[config.mk]
export PLATFORM = sky130hd
export DESIGN_NAME = irq_latch_router
export DESIGN_NICKNAME = d
export VERILOG_FILES = /design/src/rtl/irq_route_pkg.sv /design/src/rtl/irq_flag_cell.sv /design/src/rtl/irq_route_mux.sv /design/src/rtl/irq_status_read.sv /design/src/rtl/irq_latch_router.sv
export SDC_FILE = /design/constraint.sdc
export NUM_CORES = 1
export LEC_CHECK = 0
export BUFFER_PORTS_ARGS = -buffer_cell sky130_fd_sc_hd__buf_2
export CORE_MARGIN = 2
export CORE_UTILIZATION = 32
export DETAILED_ROUTE_END_ITERATION = 16
export PLACE_DENSITY = 0.82
export RECOVER_POWER = 100
export SYNTH_ARGS = -nofsm -noshare
export SYNTH_HDL_FRONTEND = slang
export SYNTH_SLANG_ARGS = --single-unit
[constraint.sdc]
create_clock -name clk -period 1.1 [get_ports clk]
set_input_delay 0.11 -clock clk [delete_from_list [all_inputs] [get_ports clk]]
set_output_delay 0.11 -clock clk [all_outputs]
set_load 0.02 [all_outputs]
[src/rtl/irq_route_pkg.sv]
`timescale 1ns/1ps
// Shared constants for the interrupt latch/router: channel count, status
// widths and the per-channel register placement that software decodes.
package irq_route_pkg;
    localparam int NCH     = 2;
    localparam int STAT_W  = 8;
    localparam int ADDR_W  = 8;
    localparam int DATA_W  = 8;
    localparam int REQ_BIT = 2;

    // Register address holding each channel's sticky flag.
    localparam logic [ADDR_W-1:0] FLAG_ADDR [NCH] = '{8'h50, 8'h57};
    // Bit position of the flag inside that register.
    localparam int FLAG_POS [NCH] = '{2, 4};
    // Bit of the programming-interface byte that selects native routing.
    localparam int MODE_POS [NCH] = '{0, 2};
endpackage

[src/rtl/irq_flag_cell.sv]
`timescale 1ns/1ps
// One channel's request state: a sticky flag that is set by a request and
// cleared by a read, plus the live request level used for routing.
// Assumes: a set and a clear in the same cycle resolve in favour of the set.
module irq_flag_cell #(
    parameter int STAT_W  = 8,
    parameter int REQ_BIT = 2
) (
    input  logic              clk,
    input  logic              rst_n,
    input  logic [STAT_W-1:0] stat,
    input  logic              stb,
    input  logic              present,
    input  logic              clr,
    output logic              flag_q,
    output logic              req_d
);
    logic req_q;
    logic req_hit;

    assign req_hit = stb && stat[REQ_BIT];

    // Sticky flag: a request sets it, a read clears it, and the set wins.
    always_ff @(posedge clk) begin
        if (!rst_n)       flag_q <= 1'b0;
        else if (req_hit) flag_q <= 1'b1;
        else if (clr)     flag_q <= 1'b0;
    end

    // Next request level: follows each strobe, but only while present.
    always_comb begin
        req_d = req_q;
        if (stb && present) req_d = stat[REQ_BIT];
    end

    // Request level register.
    always_ff @(posedge clk) begin
        if (!rst_n) req_q <= 1'b0;
        else        req_q <= req_d;
    end
endmodule

[src/rtl/irq_route_mux.sv]
`timescale 1ns/1ps
// Holds the per-channel routing mode and drives the registered interrupt
// outputs: one legacy line per channel, plus a shared native pin that is
// the OR of every native-mode request.
// Assumes: req_d holds the next-cycle request levels.
module irq_route_mux #(
    parameter int NCH    = 2,
    parameter int PIF_W  = 8,
    parameter int MODE_POS [NCH] = '{0, 2}
) (
    input  logic             clk,
    input  logic             rst_n,
    input  logic [NCH-1:0]   req_d,
    input  logic [NCH-1:0]   en,
    input  logic             pif_wr,
    input  logic [PIF_W-1:0] pif_val,
    output logic [NCH-1:0]   leg_q,
    output logic             pci_q
);
    logic [NCH-1:0] mode_q;
    logic [NCH-1:0] mode_d;
    logic [NCH-1:0] live;
    logic           pci_d;

    for (genvar c = 0; c < NCH; c++) begin : g_ch
        // Next routing mode for this channel.
        assign mode_d[c] = pif_wr ? pif_val[MODE_POS[c]] : mode_q[c];
        assign live[c]   = req_d[c] && en[c];

        // Mode register, legacy after reset.
        always_ff @(posedge clk) begin
            if (!rst_n) mode_q[c] <= 1'b0;
            else        mode_q[c] <= mode_d[c];
        end

        // Legacy line register for this channel.
        always_ff @(posedge clk) begin
            if (!rst_n) leg_q[c] <= 1'b0;
            else        leg_q[c] <= live[c] && !mode_d[c];
        end
    end

    // OR of the native-mode requests onto the shared pin.
    always_comb begin
        pci_d = 1'b0;
        for (int c = 0; c < NCH; c++) pci_d = pci_d | (live[c] && mode_d[c]);
    end

    // Shared pin register.
    always_ff @(posedge clk) begin
        if (!rst_n) pci_q <= 1'b0;
        else        pci_q <= pci_d;
    end
endmodule

[src/rtl/irq_status_read.sv]
`timescale 1ns/1ps
// Read port for the sticky flags: decodes the address, returns the flag in
// its bit position one cycle later and issues the per-channel clear.
// Assumes: the channels' flag addresses are distinct.
module irq_status_read #(
    parameter int NCH    = 2,
    parameter int ADDR_W = 8,
    parameter int DATA_W = 8,
    parameter logic [ADDR_W-1:0] FLAG_ADDR [NCH] = '{8'h50, 8'h57},
    parameter int FLAG_POS [NCH] = '{2, 4}
) (
    input  logic              clk,
    input  logic              rst_n,
    input  logic              rd_stb,
    input  logic [ADDR_W-1:0] rd_addr,
    input  logic [NCH-1:0]    flag_q,
    output logic [NCH-1:0]    clr,
    output logic [DATA_W-1:0] rd_data
);
    logic [DATA_W-1:0] data_d;

    for (genvar c = 0; c < NCH; c++) begin : g_dec
        assign clr[c] = rd_stb && (rd_addr == FLAG_ADDR[c]);
    end

    // Assemble the read value from the flags before this edge.
    always_comb begin
        data_d = '0;
        for (int c = 0; c < NCH; c++)
            if (clr[c]) data_d[FLAG_POS[c]] = flag_q[c];
    end

    // Registered read data.
    always_ff @(posedge clk) begin
        if (!rst_n) rd_data <= '0;
        else        rd_data <= data_d;
    end
endmodule

[src/rtl/irq_latch_router.sv]
`timescale 1ns/1ps
// Top of the interrupt latch/router: two channel cells, a read port that
// clears flags, and a router that steers request levels by mode.
// Assumes: synchronous active-low reset; all outputs are registered.
module irq_latch_router
    import irq_route_pkg::*;
(
    input  logic              clk,
    input  logic              rst_n,
    input  logic [STAT_W-1:0] ch0_stat,
    input  logic              ch0_stb,
    input  logic [STAT_W-1:0] ch1_stat,
    input  logic              ch1_stb,
    input  logic              pif_wr,
    input  logic [7:0]        pif_val,
    input  logic [NCH-1:0]    chan_en,
    input  logic              rd_stb,
    input  logic [ADDR_W-1:0] rd_addr,
    output logic [DATA_W-1:0] rd_data,
    output logic              irq14,
    output logic              irq15,
    output logic              pci_inta,
    output logic              flag0,
    output logic              flag1
);
    logic [STAT_W-1:0] stat [NCH];
    logic [NCH-1:0]    stb;
    logic [NCH-1:0]    clr;
    logic [NCH-1:0]    flag_q;
    logic [NCH-1:0]    req_d;
    logic [NCH-1:0]    leg_q;

    assign stat[0] = ch0_stat;
    assign stat[1] = ch1_stat;
    assign stb     = {ch1_stb, ch0_stb};

    for (genvar c = 0; c < NCH; c++) begin : g_cell
        irq_flag_cell #(.STAT_W(STAT_W), .REQ_BIT(REQ_BIT)) u_cell (
            .clk     (clk),
            .rst_n   (rst_n),
            .stat    (stat[c]),
            .stb     (stb[c]),
            .present (chan_en[c]),
            .clr     (clr[c]),
            .flag_q  (flag_q[c]),
            .req_d   (req_d[c])
        );
    end

    irq_status_read #(
        .NCH(NCH), .ADDR_W(ADDR_W), .DATA_W(DATA_W),
        .FLAG_ADDR(FLAG_ADDR), .FLAG_POS(FLAG_POS)
    ) u_read (
        .clk     (clk),
        .rst_n   (rst_n),
        .rd_stb  (rd_stb),
        .rd_addr (rd_addr),
        .flag_q  (flag_q),
        .clr     (clr),
        .rd_data (rd_data)
    );

    irq_route_mux #(.NCH(NCH), .PIF_W(8), .MODE_POS(MODE_POS)) u_route (
        .clk     (clk),
        .rst_n   (rst_n),
        .req_d   (req_d),
        .en      (chan_en),
        .pif_wr  (pif_wr),
        .pif_val (pif_val),
        .leg_q   (leg_q),
        .pci_q   (pci_inta)
    );

    assign irq14 = leg_q[0];
    assign irq15 = leg_q[1];
    assign flag0 = flag_q[0];
    assign flag1 = flag_q[1];
endmodule

Word level (Yosys, flattened, before mapping)
Index checks and enable logic that the tools add are counted.

word-level totals
  word-level logic and storage cells = 41
  input port bits = 40
  bits in registers = 17

operators by class
  muxes and demuxes = 8
  bitwise gates (word level) = 1
  equal/unequal tests = 2
  reduce and logical (&&, ||, !) cells = 18

operators by type and width
  cell                  number
  $eq A8 B7 Y1 const B  2
  $logic_and A1 B1 Y1   12
  $mux W1               8
  $reduce_and A2 Y1     2
  $reduce_bool A2 Y1    2
  $logic_not A1 Y1      2
  $or A1 B1 Y1          1

Logic depth before layout (Yosys ltp)
  depth in word-level cells = 5
  depth in mapped cells = 3

Cells and area by module
A second synthesis with hierarchy kept.

second synthesis, totals
  cells, all modules = 53
  area, all modules = 535.5 um^2

by module, submodules not included
  module           cells each  sequential area each (um^2)  area each (um^2)  instances
  irq_flag_cell    10          40.0                         96.3              2
  irq_status_read  19          40.0                         175.2             1
  irq_route_mux    14          100.1                        167.7             1

Least setup slack after synthesis
Ideal clock, no wire load.

  path type = register -> register
  start = register u_route.mode_q[0]
  end = register u_route.mode_q[0]
  setup time = 0.115 ns
  arrival = 0.681 ns
  path buffers = 0
  slack = 0.304 ns
  stages on the path, launching flop included = 3
  clock period less this slack = 0.796 ns
  data required time = 0.985 ns
  cells stage by stage = dfxtp_1 > mux2_2 > and2_1

between the ends
  word-level cells in the longest chain between the ends = 1

ends and longest elaborated chain
  element                            RTL line             text
  from (decl)                        irq_route_mux.sv:20  logic [NCH-1:0] mode_q;
  from (signal, indexed assignment)  irq_route_mux.sv:33  else mode_q[c] <= mode_d[c];
  $mux W1                            irq_route_mux.sv:27  assign mode_d[c] = pif_wr ? pif_val[MODE_POS[c]] : mode_q[c];

Every way passes these cells.
A chain may end at the register's enable or synchronous reset.

Final worst setup path
  start = register g_cell[1].u_cell.flag_q
  end = output flag1

RTL lines
  element                 RTL line                text
  from (decl)             irq_flag_cell.sv:15     output logic flag_q,
  from (signal assigned)  irq_flag_cell.sv:25     if (!rst_n) flag_q <= 1'b0;
  from (signal assigned)  irq_flag_cell.sv:26     else if (req_hit) flag_q <= 1'b1;
  from (signal assigned)  irq_flag_cell.sv:27     else if (clr) flag_q <= 1'b0;
  to (decl)               irq_latch_router.sv:24  output logic flag1

No word-level cell between the ends.

==> summary.txt <==
Outcome
  • Outcome: completed

Job
  • Max Cap Viol: 0

Layout
  • Non-Filler Instances: 96
  • # diodes: 0
  • FILL cells: 158
  • Share of layout cells above drive strength 1: 0.275
  • Layout Area Growth over Synthesis: 27.9%
  • Nets@finish: 121
  • Multi-input gate area: 229 um2
  • Design Area, Final: 624 um2
  • Final core occ: 0.424
  • Register area: 220 um2

Routing
  • DR iter-0 viols: 2
  • Detailed Route WL: 921 um
  • Vias post-DR: 444
  • DR WL/cell: 9.59 um
  • DRT antenna net count: 0
  • Via density per instance: 4.63
  • Drt first pass iters: 3
  • Residual DRC: 0

Global routing
  • Gr usage total: 0.110
  • Grt total ovfl: 0
  • Vias in the first global route: 417
  • Largest net degree at the start of global routing: 11
  • Antenna violations before repair: 0
  • First-pass GRT wire length: 1.52 mm

Place
  • Post-DP HPWL: 772 um
  • Pre-CTS setup slack: 0.144 ns
  • Gpl congestion: 0.704
  • Port Buf Inserts: 26
  • Dpl cells: 92
  • Cell Area, Placed: 612 um2

Min path
  • Worst hold path class: in2reg

Timing
  • Setup TNS: 0 ns
  • Minimum clock period after layout: 0.954 ns
  • RSZ-0062 raised after global routing: false
  • Max frequency: 1050 MHz
  • Slew Viols, Final: 0
  • Fin crit share: 0.867
  • Clk_skew: 0.00192 ns
  • Endpoints failing hold: 0
  • Final setup vio count: 0
  • Hold WS: 0.122 ns
  • Post-route setup slack: 0.146 ns

CTS
  • Clk root buf: clkbuf_4
  • Clk pin slew, worst setup/hold paths: 0.07 ns
  • Inserted Clock Buffers: 3
  • TritonCTS clock tree: built
  • Htree depth: 1
  • Post-CTS sizing: 0
  • Worst skew pair latency: 0.26 ns
  • # Post-CTS Setup Buffers: 0
  • Clock tree sinks: 11
  • Clock buffer depth: 2
  • Hold Buf Count CTS: 0

Worst setup path
  • Critical path's slowest cell: dfxtp_1
  • Arrival time worst endpoint: 0.84 ns
  • Cell chain of the critical path: clkbuf_1
  • CP Data Required Time: 0.99 ns
  • Crit path max fanout: 3
  • Critical Path Start Type: flip-flop
  • Crit Path Class: reg2out
  • Largest stage delay, worst path: 0.35 ns
  • R2R Setup Slk: 0.23 ns
  • CP Capture Type: output pin
  • CP bufs+invs: 1
  • Family with the most delay on the worst path: flip-flops

Synth
  • Post-synthesis cell count: 51
  • Mapped Area: 488 um2
  • Synth area leader: dfxtp_1
  • Sequential fraction of the synthesis area: 0.451
  • Syn. warnings: 0
  • Yosys reg bits: 11
  • Synth top area share: 0.451
  • Top post-synthesis cells by area: dfxtp_1, buf_4, and2_1
  • EDFF count, synth: 0
  • Synth Area per Inst: 9.57 um2
  • Count leader, synth: dfxtp_1
  • Cell variety after synth: 19
  • Top FF cell, synth: dfxtp_1
  • Synth async-reset ratio: 0
  • Commonest cells post-synth: dfxtp_1, buf_4, and2_1, nand2_1, nor2b_1

Die
  • Core footprint: 1470 um2
  • Die W: 43.1 um
  • Die area: 1850 um2
  • Cell Rows: 14
  • Num ports: 53
  • Chip height: 43.1 um
  • Initial Util: 0.332

Pwr
  • Leak: 0.297 nW
  • Pwr Total: 0.807 mW
  • VDD IR max: 0.292 mV
  • Power Density: 1290 nW/um2
[cell families after synthesis]
family / count (synthesis) / synth area share
buffers and inverters: 8 / 0.108
other: 1 / 0.00768
muxes: 4 / 0.0872
and+or+nand+nor: 20 / 0.256
AOI/OAI and AO/OA: 7 / 0.0897
DFF: 11 / 0.451
[sequential cells by signal, summed over array words and instances (netlist names)]
| name | count |
|---|---|
| u_route.pci_q | 1 |
| u_route.leg_q | 2 |
| g_cell.u_cell.flag_q | 2 |
| u_read.rd_data | 2 |
| g_cell.u_cell.req_q | 2 |
| u_route.mode_q | 2 |
[path summary, 6_finish.rpt]
check	cells past startpoint	startpoint	endpoint
min reg2reg	1	g_cell[0].u_cell.flag_q$_SDFFE_PN0P_	u_read.rd_data[2]$_SDFF_PN0_
min	3	ch0_stat[2]	g_cell[0].u_cell.flag_q$_SDFFE_PN0P_
max reg2reg	2	u_route.mode_q[0]$_SDFF_PN0_	u_route.mode_q[0]$_SDFF_PN0_
max	1	g_cell[1].u_cell.flag_q$_SDFFE_PN0P_	flag1
[power by group]
group	total (mW)	leakage, nW	internal [mW]	switching (mW)
registers	0.421	0.0899	0.414	0.00641
clock network	0.266	0.0150	0.140	0.126
logic	0.120	0.192	0.0514	0.0685
total	0.807	0.297	0.606	0.201
[placed cells by master, fill, tap and decap left out, types with 2 or more instances in the layout]
master	synthesis	final
and4_1	2	2
a31oi_1	2	2
nand2_1	4	4
dfxtp_1	11	11
nor2b_1	4	4
mux2i_1	2	2
mux2_1	0	2
buf_2	0	19
conb_1	1	6
nor2_1	2	2
inv_1	2	2
clkbuf_4	0	3
o211ai_1	2	2
clkbuf_1	0	8
and2_1	4	4
o21ai_0	2	2
[area by class of cell]
class / instances / area share
repair buffers: 26 / 0.194
clock buffers: 4 / 0.0421
inverters: 2 / 0.0120
multi-input cells: 37 / 0.367
well taps: 16 / 0.0321
flip-flops and latches: 11 / 0.353
[metal layers]
layer / global-route usage / routed length (um) / vias to the layer above
met3: 0.0426 / 97 / 2
met5: 0 / 0 / -
met2: 0.188 / 478 / 25
met1: 0.117 / 339 / 192
met4: 0.0545 / 5 / 0
li1: - / - / 225
Power figures use the tool's default switching activity.
